==> config.mk <==
export PLATFORM = sky130hd
export DESIGN_NAME = mwp_stage_buf
export DESIGN_NICKNAME = d
export VERILOG_FILES = /design/src/rtl/mwp_pkg.sv /design/src/rtl/mwp_word_bank.sv /design/src/rtl/mwp_sequencer.sv /design/src/rtl/mwp_regif.sv /design/src/rtl/mwp_stage_buf.sv
export SDC_FILE = /design/constraint.sdc
export NUM_CORES = 1
export LEC_CHECK = 0
export BUFFER_PORTS_ARGS = -buffer_cell sky130_fd_sc_hd__buf_2
export CORE_AREA = 2 2 157 159
export CTS_CLUSTER_DIAMETER = 150
export DETAILED_ROUTE_END_ITERATION = 8
export DIE_AREA = 0 0 159 161
export GPL_TIMING_DRIVEN = 0
export PLACE_DENSITY_LB_ADDON = 0.15
export SLEW_MARGIN = 20
export SYNTH_ARGS = -nofsm -noshare
export SYNTH_HDL_FRONTEND = slang
export SYNTH_SLANG_ARGS = --single-unit
==> constraint.sdc <==
create_clock -name clk -period 5.6 [get_ports clk]
set_clock_uncertainty 0.05 [all_clocks]
set_input_delay 0.28 -clock clk [delete_from_list [all_inputs] [get_ports clk]]
set_output_delay 0.28 -clock clk [all_outputs]
set_load 0.03 [all_outputs]
==> src/rtl/mwp_pkg.sv <==
package mwp_pkg;

    typedef enum logic [1:0] {
        SQ_IDLE = 2'd0,
        SQ_RUN  = 2'd1,
        SQ_FIN  = 2'd2
    } sq_state_e;

    localparam int unsigned IDX_SINGLE = 0;
    localparam int unsigned IDX_STATUS = 1;
    localparam int unsigned IDX_ADDR   = 2;

    localparam int unsigned ST_BUSY_BIT = 8;
    localparam int unsigned ST_ACT_BIT  = 9;
    localparam int unsigned ST_FAIL_BIT = 10;

endpackage

==> src/rtl/mwp_word_bank.sv <==
module mwp_word_bank #(
    parameter int NW = 4,
    parameter int DW = 32
) (
    input  logic                   clk,
    input  logic                   rst_n,
    input  logic [NW-1:0]          ld_en,
    input  logic [DW-1:0]          ld_data,
    input  logic [NW-1:0]          clr,
    output logic [NW-1:0][DW-1:0]  words,
    output logic [NW-1:0]          pend
);

    for (genvar g = 0; g < NW; g++) begin : g_word
        typedef struct packed {
            logic [DW-1:0] data;
            logic          pend;
        } slot_t;

        slot_t slot_d, slot_q;

        always_comb begin
            slot_d = slot_q;
            if (clr[g]) begin
                slot_d.pend = 1'b0;
            end
            if (ld_en[g]) begin
                slot_d.data = ld_data;
                slot_d.pend = 1'b1;
            end
        end

        always_ff @(posedge clk or negedge rst_n) begin
            if (!rst_n) begin
                slot_q <= '0;
            end else begin
                slot_q <= slot_d;
            end
        end

        assign words[g] = slot_q.data;
        assign pend[g]  = slot_q.pend;

        AST_PEND_ON_LOAD: assert property (@(posedge clk) disable iff (!rst_n)
            ld_en[g] |=> pend[g]);
        AST_PEND_OFF_ACK: assert property (@(posedge clk) disable iff (!rst_n)
            (clr[g] && !ld_en[g]) |=> !pend[g]);
    end

endmodule

==> src/rtl/mwp_sequencer.sv <==
module mwp_sequencer
    import mwp_pkg::*;
#(
    parameter int NW   = 4,
    parameter int DW   = 32,
    parameter int AW   = 32,
    parameter int STEP = 4
) (
    input  logic                   clk,
    input  logic                   rst_n,
    input  logic                   go,
    input  logic [AW-1:0]          go_addr,
    input  logic [NW-1:0]          pend,
    input  logic [NW-1:0][DW-1:0]  words,
    input  logic                   fl_ack,
    output logic                   fl_req,
    output logic [AW-1:0]          fl_addr,
    output logic [DW-1:0]          fl_data,
    output logic [NW-1:0]          clr,
    output logic                   busy,
    output logic                   active,
    output logic [AW-1:0]          cur_addr
);

    localparam int IW = (NW > 1) ? $clog2(NW) : 1;

    typedef struct packed {
        sq_state_e     st;
        logic [IW-1:0] idx;
        logic [AW-1:0] addr;
    } sq_t;

    sq_t  sq_d, sq_q;
    logic more_hi;

    always_comb begin
        more_hi = 1'b0;
        for (int i = 0; i < NW; i++) begin
            if (i > int'(sq_q.idx)) begin
                more_hi = more_hi | pend[i];
            end
        end
    end

    always_comb begin
        sq_d   = sq_q;
        fl_req = 1'b0;
        clr    = '0;
        unique case (sq_q.st)
            SQ_IDLE: begin
                if (go) begin
                    sq_d.addr = go_addr;
                    sq_d.idx  = '0;
                    sq_d.st   = (|pend) ? SQ_RUN : SQ_FIN;
                end
            end
            SQ_RUN: begin
                if (pend[sq_q.idx]) begin
                    fl_req = 1'b1;
                    if (fl_ack) begin
                        clr[sq_q.idx] = 1'b1;
                        if (more_hi) begin
                            sq_d.idx  = sq_q.idx + 1'b1;
                            sq_d.addr = sq_q.addr + AW'(STEP);
                        end else begin
                            sq_d.st = SQ_FIN;
                        end
                    end
                end else if (more_hi) begin
                    sq_d.idx  = sq_q.idx + 1'b1;
                    sq_d.addr = sq_q.addr + AW'(STEP);
                end else begin
                    sq_d.st = SQ_FIN;
                end
            end
            SQ_FIN: begin
                sq_d.st = SQ_IDLE;
            end
            default: begin
                sq_d.st = SQ_IDLE;
            end
        endcase
    end

    always_ff @(posedge clk or negedge rst_n) begin
        if (!rst_n) begin
            sq_q <= '{st: SQ_IDLE, idx: '0, addr: '0};
        end else begin
            sq_q <= sq_d;
        end
    end

    assign fl_addr  = sq_q.addr;
    assign fl_data  = words[sq_q.idx];
    assign busy     = (sq_q.st != SQ_IDLE);
    assign active   = (sq_q.st == SQ_RUN);
    assign cur_addr = sq_q.addr;

    AST_REQ_HELD: assert property (@(posedge clk) disable iff (!rst_n)
        (fl_req && !fl_ack) |=> (fl_req && $stable(fl_addr) && $stable(fl_data)));
    AST_REQ_IN_RUN: assert property (@(posedge clk) disable iff (!rst_n)
        fl_req |-> active);
    AST_FIN_ONE_CYCLE: assert property (@(posedge clk) disable iff (!rst_n)
        (sq_q.st == SQ_FIN) |=> (sq_q.st == SQ_IDLE));
    AST_ADDR_KEPT_IDLE: assert property (@(posedge clk) disable iff (!rst_n)
        (!busy && !go) |=> $stable(cur_addr));
    AST_ONE_CLEAR: assert property (@(posedge clk) disable iff (!rst_n)
        $onehot0(clr));

endmodule

==> src/rtl/mwp_regif.sv <==
module mwp_regif
    import mwp_pkg::*;
#(
    parameter int NW  = 4,
    parameter int DW  = 32,
    parameter int AW  = 32,
    parameter int RAW = 3
) (
    input  logic                   clk,
    input  logic                   rst_n,
    input  logic                   reg_wr,
    input  logic [RAW-1:0]         reg_idx,
    input  logic [DW-1:0]          reg_wdata,
    output logic [DW-1:0]          reg_rdata,
    input  logic                   go,
    input  logic                   busy,
    input  logic                   active,
    input  logic [NW-1:0]          pend,
    input  logic [NW-1:0][DW-1:0]  words,
    input  logic [AW-1:0]          cur_addr,
    input  logic                   fail_in,
    output logic [NW-1:0]          ld_en,
    output logic                   go_ok,
    output logic                   conflict
);

    typedef struct packed {
        logic conflict;
    } rif_t;

    rif_t rif_d, rif_q;
    logic is_data;
    logic [NW-1:0] sel;
    logic [DW-1:0] status_w;

    always_comb begin
        sel     = '0;
        is_data = 1'b0;
        if (int'(reg_idx) == int'(IDX_SINGLE)) begin
            is_data = 1'b1;
            sel[0]  = 1'b1;
        end
        for (int i = 0; i < NW; i++) begin
            if (int'(reg_idx) == NW + i) begin
                is_data = 1'b1;
                sel[i]  = 1'b1;
            end
        end
    end

    always_comb begin
        ld_en = (reg_wr && is_data && !busy) ? sel : '0;
        go_ok = go && !busy;
        rif_d = rif_q;
        rif_d.conflict = busy && ((reg_wr && is_data) || go);
    end

    always_ff @(posedge clk or negedge rst_n) begin
        if (!rst_n) begin
            rif_q <= '0;
        end else begin
            rif_q <= rif_d;
        end
    end

    assign conflict = rif_q.conflict;

    always_comb begin
        status_w = '0;
        status_w[NW-1:0]    = pend;
        status_w[ST_BUSY_BIT] = busy;
        status_w[ST_ACT_BIT]  = active;
        status_w[ST_FAIL_BIT] = fail_in;
    end

    always_comb begin
        reg_rdata = '0;
        if (is_data) begin
            for (int i = 0; i < NW; i++) begin
                if (sel[i]) begin
                    reg_rdata = words[i];
                end
            end
        end else if (int'(reg_idx) == int'(IDX_STATUS)) begin
            reg_rdata = status_w;
        end else if (int'(reg_idx) == int'(IDX_ADDR)) begin
            reg_rdata = DW'(cur_addr);
        end
    end

    AST_CONFLICT_PULSE: assert property (@(posedge clk) disable iff (!rst_n)
        (busy && go) |=> conflict);
    AST_QUIET_WHEN_IDLE: assert property (@(posedge clk) disable iff (!rst_n)
        !busy |=> !conflict);

endmodule

==> src/rtl/mwp_stage_buf.sv <==
module mwp_stage_buf #(
    parameter int NW  = 4,
    parameter int DW  = 32,
    parameter int AW  = 32,
    parameter int RAW = $clog2(2 * NW)
) (
    input  logic            clk,
    input  logic            rst_n,
    input  logic            reg_wr,
    input  logic [RAW-1:0]  reg_idx,
    input  logic [DW-1:0]   reg_wdata,
    output logic [DW-1:0]   reg_rdata,
    input  logic            go,
    input  logic [AW-1:0]   go_addr,
    input  logic            fail_in,
    output logic            fl_req,
    output logic [AW-1:0]   fl_addr,
    output logic [DW-1:0]   fl_data,
    input  logic            fl_ack,
    output logic            conflict
);

    localparam int STEP = DW / 8;

    logic [NW-1:0]          ld_en;
    logic [NW-1:0]          clr;
    logic [NW-1:0]          pend;
    logic [NW-1:0][DW-1:0]  words;
    logic                   go_ok;
    logic                   busy;
    logic                   active;
    logic [AW-1:0]          cur_addr;

    mwp_word_bank #(.NW(NW), .DW(DW)) u_bank (
        .clk     (clk),
        .rst_n   (rst_n),
        .ld_en   (ld_en),
        .ld_data (reg_wdata),
        .clr     (clr),
        .words   (words),
        .pend    (pend)
    );

    mwp_sequencer #(.NW(NW), .DW(DW), .AW(AW), .STEP(STEP)) u_seq (
        .clk      (clk),
        .rst_n    (rst_n),
        .go       (go_ok),
        .go_addr  (go_addr),
        .pend     (pend),
        .words    (words),
        .fl_ack   (fl_ack),
        .fl_req   (fl_req),
        .fl_addr  (fl_addr),
        .fl_data  (fl_data),
        .clr      (clr),
        .busy     (busy),
        .active   (active),
        .cur_addr (cur_addr)
    );

    mwp_regif #(.NW(NW), .DW(DW), .AW(AW), .RAW(RAW)) u_rif (
        .clk       (clk),
        .rst_n     (rst_n),
        .reg_wr    (reg_wr),
        .reg_idx   (reg_idx),
        .reg_wdata (reg_wdata),
        .reg_rdata (reg_rdata),
        .go        (go),
        .busy      (busy),
        .active    (active),
        .pend      (pend),
        .words     (words),
        .cur_addr  (cur_addr),
        .fail_in   (fail_in),
        .ld_en     (ld_en),
        .go_ok     (go_ok),
        .conflict  (conflict)
    );

    AST_WORDS_FROZEN: assert property (@(posedge clk) disable iff (!rst_n)
        busy |=> $stable(words));
    AST_NO_REARM_BUSY: assert property (@(posedge clk) disable iff (!rst_n)
        (busy && !pend[0]) |=> !pend[0]);

endmodule

; ---- After elaboration in Yosys (flattened, before gate mapping)
; Cells that the tools add are included.
[op_classes]
add_sub_neg = 2
magnitude_cmp = 5
n_eq_ne = 9
mux = 46
bitwise_logic = 2
n_reduce_logical = 18
[op_table]
columns = cell, n
row1 = $mux W32, 8
row2 = $mux W36, 3
row3 = $pmux W34 S2, 1
row4 = $bmux W32 S2, 1
row5 = $mux W34, 1
row6 = $add A32 B3 Y32 const B, 1
row7 = $mux W1, 23
row8 = $mux W4, 4
row9 = $reduce_bool A2 Y1, 6
row10 = $eq A3 B3 Y1 const B, 3
row11 = $eq A3 B2 Y1 const B, 2
row12 = $logic_and A1 B1 Y1, 5
row13 = $gt A2 B2 Y1 const A, 2
row14 = $mux W2, 2
row15 = $pmux W2 S2, 1
row16 = $reduce_or A4 Y1, 1
row17 = $eq A3 B1 Y1 const B, 1
row18 = $logic_not A3 Y1, 1
row19 = $lt A2 B3 Y1 const B, 1
row20 = $ne A3 B3 Y1 const B, 1
row21 = $reduce_and A3 Y1, 1
row22 = $add A2 B1 Y2 const B, 1
row23 = $bmux W1 S2, 1
row24 = $demux W1 S2, 1
row25 = 9 further kinds, 10
[totals]
register_bits = 169
in_bits = 73
output_inout_bits = 98
word_cells = 94

; ---- Depth between registers and ports, before layout
[depth]
ltp_word = 10
depth_mapped = 10
mapped_depth_nobuf = 7

; ---- By module
; A second synthesis with hierarchy kept.
[unflattened]
hier_cells = 887
hier_area_um2 = 10646.5
[by_module_without_submodules]
columns = module, instances, cells_each, area_per_inst_um2, seq_area_each_um2
row1 = mwp_word_bank, 1, 284, 5510.3, 3303.2
row2 = mwp_sequencer, 1, 386, 3550.9, 900.9
row3 = mwp_regif, 1, 217, 1585.3, 25.0

; ---- Least setup slack after synthesis
; No wires, ideal clock.
[synth_timing]
path_kind = register -> register
start = register u_seq.sq_q[32] (netlist name)
end = register u_seq.sq_q (netlist bit u_seq.cur_addr[23])
setup_time_ns = 0.127
arrival_ns = 2.493
required_time_ns = 5.423
path_slack_ns = 2.930
stages_incl_launch_ff = 10
path_buffers = 3
synth_period_minus_slack_ns = 2.670
path_cell_list = dfrtp_1 buf_6 buf_1 inv_1 ha_1 a221oi_1 a221o_2 buf_6 a21oi_2 a2bb2oi_2
[synth_between]
elab_chain_cells = 10
elab_cells_between_ends = 16
classes_between = 3 x order compare / 1 x eq/ne / 9 x mux / 2 x bitwise / 1 x reduce/logical
[synth_rtl]
columns = item, line_no
row1 = from (decl), mwp_sequencer.sv:33  ; sq_t sq_d, sq_q;
row2 = from (signal assigned), mwp_sequencer.sv:87  ; sq_q <= '{st: SQ_IDLE, idx: '0, addr: '0};
row3 = from (signal assigned), mwp_sequencer.sv:89  ; sq_q <= sq_d;
row4 = $gt A1 B2 Y1, mwp_sequencer.sv:39  ; if (i > int'(sq_q.idx)) begin
row5 = $mux W1, mwp_sequencer.sv:39
row6 = $or A1 B1 Y1, mwp_sequencer.sv:40  ; more_hi = more_hi | pend[i];
row7 = $mux W1, mwp_sequencer.sv:39
row8 = $or A1 B1 Y1, mwp_sequencer.sv:40
row9 = $mux W1, mwp_sequencer.sv:39
row10 = $mux W34, n/a
row11 = $mux W36, n/a
row12 = $mux W36, mwp_sequencer.sv:58  ; if (pend[sq_q.idx]) begin
row13 = $pmux W34 S2, mwp_sequencer.sv:49  ; unique case (sq_q.st)
; Several ways; a longest one is shown, not always the timed one. The select of a mux whose other input is x is not followed.
; A chain may end at the register's enable or synchronous reset.

; ---- Final worst setup path
[layout_timing]
start = register u_seq.sq_q[33] (netlist name)
end = register u_seq.sq_q (netlist bit u_seq.cur_addr[20])
; Same word-level chain as after synthesis.

==> flow_summary.toml <==
[status]
status = "complete, no violations"

[sta]
post-route-period-util_pct = 59.5
slew_violations = 0
finalHoldViolCount = 0
rsz0062_at_grt = "false"
setup_viol = 0
fmax_mhz = 300
fin_setup_tns_ns = 0
worst_slew_pin_slew_ns = 0.984
slew_headroom_pct = 34.4
min_period_ns = 3.33

[worst_setup_path]
critical_path_class = "reg -> reg"
worstPathCellList = "clkbuf_1 > buf_1 > inv_1 > ha_1 > a221oi_1 > a221o_2 > buf_6 > a21oi_2 > a2bb2oi_2"
worstPathArrival_ns = 3.58
cp_slowest_cell = "buf_1"
endpoint_kind = "flop"
slowest_delay_ns = 0.67
rrSetupSlack_ns = 2.27
path_max_fanout = 10
startpoint_type = "flop"
crit_required_ns = 5.85

[route]
num_vias = 7946
routed_wl_um = 30700
wl_per_cell_um = 21.7
first_pass_iters = 4
drt_iter0_markers = 509
antenna_left = 0
routed_via_density = 5.62
drc = 0

[synth]
netlist_instances = 889
yosysSeqAreaShare_pct = 43.8
muxShareOfSynthArea_pct = 26.1
yosysWarnings = 0
synthesis.area_um2 = 9660
synth_nets = 967
synthFlopType = "dfrtp_1"
async_reset_ff_share_pct = 100
ys_ff_latch = 169
synth_top_family_by_area = "multiplexers"
synth-xor-area-share_pct = 0
synth_edf_count = 0
synth-simple-area-share_pct = 10.4
synthDistinctLibCells = 48
synth_compound_area_share_pct = 13.2
synthAdderAreaFrac_pct = 0.647
syn_avg_cell_area_um2 = 10.9

[floorplan]
die_x_um = 159
start_util_pct = 40.3
dieArea_um2 = 25600
pin_count = 171
rows = 57
core_um2 = 24000
die_h_um = 161

[cts]
post_cts_buffers = 0
htreeDepth = 4
clkSlewWorstSetupHoldPaths_ns = 0.07
cts_tree = "yes"
cts_made_buffers = 17
ctsHoldBuffers = 1
cts.path.max_buffers = 2
ctsResizeCount = 0
root_buffer = "clkbuf_16"
clkLatencyLatePin_ns = 0.43
clock_sinks = 169

[layout]
final_layout_size_suffix_gt1_share_pct = 40.4
syn2layout_area_growth_pct = 20.1
fin_nets = 1155
final_area_um2 = 11600
antennaDiodeCount = 0
final_cells = 1413
n_fill_cell = 2319

[place]
dpl.cell_count = 1381
port_buffers = 167
dpl_cell_area_um2 = 10900
place_hpwl_um = 21700
place.gp.congestion = 0.854

[global_routing]
grt_pass1_vias = 8139
use_met3_pct = 5.65
busiest_layer = "met2"
grt_use_total_pct = 24.3
grt_overflow = 0
grtUsageMet2_pct = 37.4
grt_max_degree = 94
antenna_found_initial = 1
grt_pass1_wl_um = 47800
grt_use_met1_pct = 33.5

[power_and_ir_drop]
peakVddDrop_uv = 347
power_density_nw_per_um2 = 668
power.total_mw = 7.75
power_leakage_nw = 5.12

[flow_run]
cap_violations = 0

[min_path]
hold_class = "in -> reg"
layer usage:
layer	vias to the layer above	routed length, µm
li1	3609	-
met1	3978	13700
met2	304	14000
met3	53	2130
met4	2	828
met5	-	16
layout make-up:
cell class	count	area [µm²]	area share [%]
Multi-Input combinational cell	607	4860	41.9
Sequential cell	169	4230	36.4
Timing Repair Buffer	169	883	7.61
Buffer	99	519	4.47
Clock buffer	19	453	3.90
Tap cell	324	405	3.49
Clock inverter	12	198	1.70
Inverter	14	52.6	0.453
cells in the final DEF, fill, tap and decap left out, types with 8 or more instances in the layout:
master | synthesis | final
a21oi_1 | 54 | 54
buf_1 | 13 | 13
a2bb2oi_2 | 16 | 16
clkbuf_16 | 0 | 17
buf_2 | 4 | 170
inv_1 | 14 | 14
clkbuf_1 | 47 | 47
buf_4 | 32 | 32
nand3_1 | 29 | 29
dfrtp_1 | 169 | 169
mux2_2 | 132 | 132
nand2_1 | 40 | 40
o22ai_1 | 41 | 41
and3_1 | 8 | 8
mux2i_1 | 29 | 29
nor2_1 | 108 | 108
o21ai_0 | 25 | 25
a21oi_2 | 10 | 10
nand4_1 | 13 | 13
mux4_2 | 33 | 33
Yosys cell counts, drive strengths merged, types with 2 or more instances:
cell type	instances	area share, %
a211oi	2	0.16
a21oi	64	3.7
a221oi	4	0.43
a22o	2	0.18
a22oi	3	0.23
a2bb2oi	21	2.9
a31oi	6	0.39
and2	2	0.16
and3	8	0.52
buf	52	3.5
clkbuf	47	1.8
dfrtp	169	44
ha	5	0.65
inv	14	0.54
mux2	132	15
mux2i	29	3.0
mux4	33	7.7
nand2	40	1.6
nand2b	3	0.19
nand3	29	1.5
nand4	13	0.84
nor2	114	4.6
nor2b	6	0.39
nor3	2	0.10
nor4	3	0.26
o21ai	31	1.6
o22a	4	0.36
o22ai	41	2.7
per-stage QoR:
step                worst slack (ns)  hold slack (ns)  util, %
floorplan                       2.93          -0.0656        -
global placement                1.28            0.455     45.5
detailed placement              2.33            0.260     45.7
CTS                             2.30           0.0198     48.4
global route                    2.08           0.0311     48.4
finish                          2.27           0.0320     48.4
logic make-up after synthesis:
group           after synthesis
buf+inv                     113
flops                       169
simple gates                224
mux                         194
fa+ha+maj                     5
compound gates              184
where the power goes:
part           switching (mW)  internal [mW]
Clock                   0.505          0.812
Sequential              0.647           1.84
Combinational            2.24           1.71
worst paths after layout:
check	startpoint	to	cells past startpoint
worst min register to register	u_bank.words[66]	u_bank.words[66]	1
worst min-delay path	go_addr[1]	u_seq.cur_addr[1]	2
max in group asynchronous	rst_n	u_seq.cur_addr[20]	3
worst max register to register	u_seq.sq_q[33]	u_seq.cur_addr[20]	9
min in group asynchronous	rst_n	u_bank.words[13]	2
worst max-delay path	u_seq.sq_q[33]	u_seq.cur_addr[20]	9
state kept, by name, indices dropped and copies added (netlist names):
signal	flops
u_bank.words	128
u_rif.conflict	1
u_seq.cur_addr	32
u_seq.sq_q	4
u_bank.pend	4
worst max-delay path, delay by kind of cell, from the launching register on:
kind            cells  cell delay (ns)
fa+ha+maj           1             0.25
compound gates      4             1.06
buf+inv             4             1.44
flops               1             0.39
Note: power is estimated with default switching activity, not from simulation.
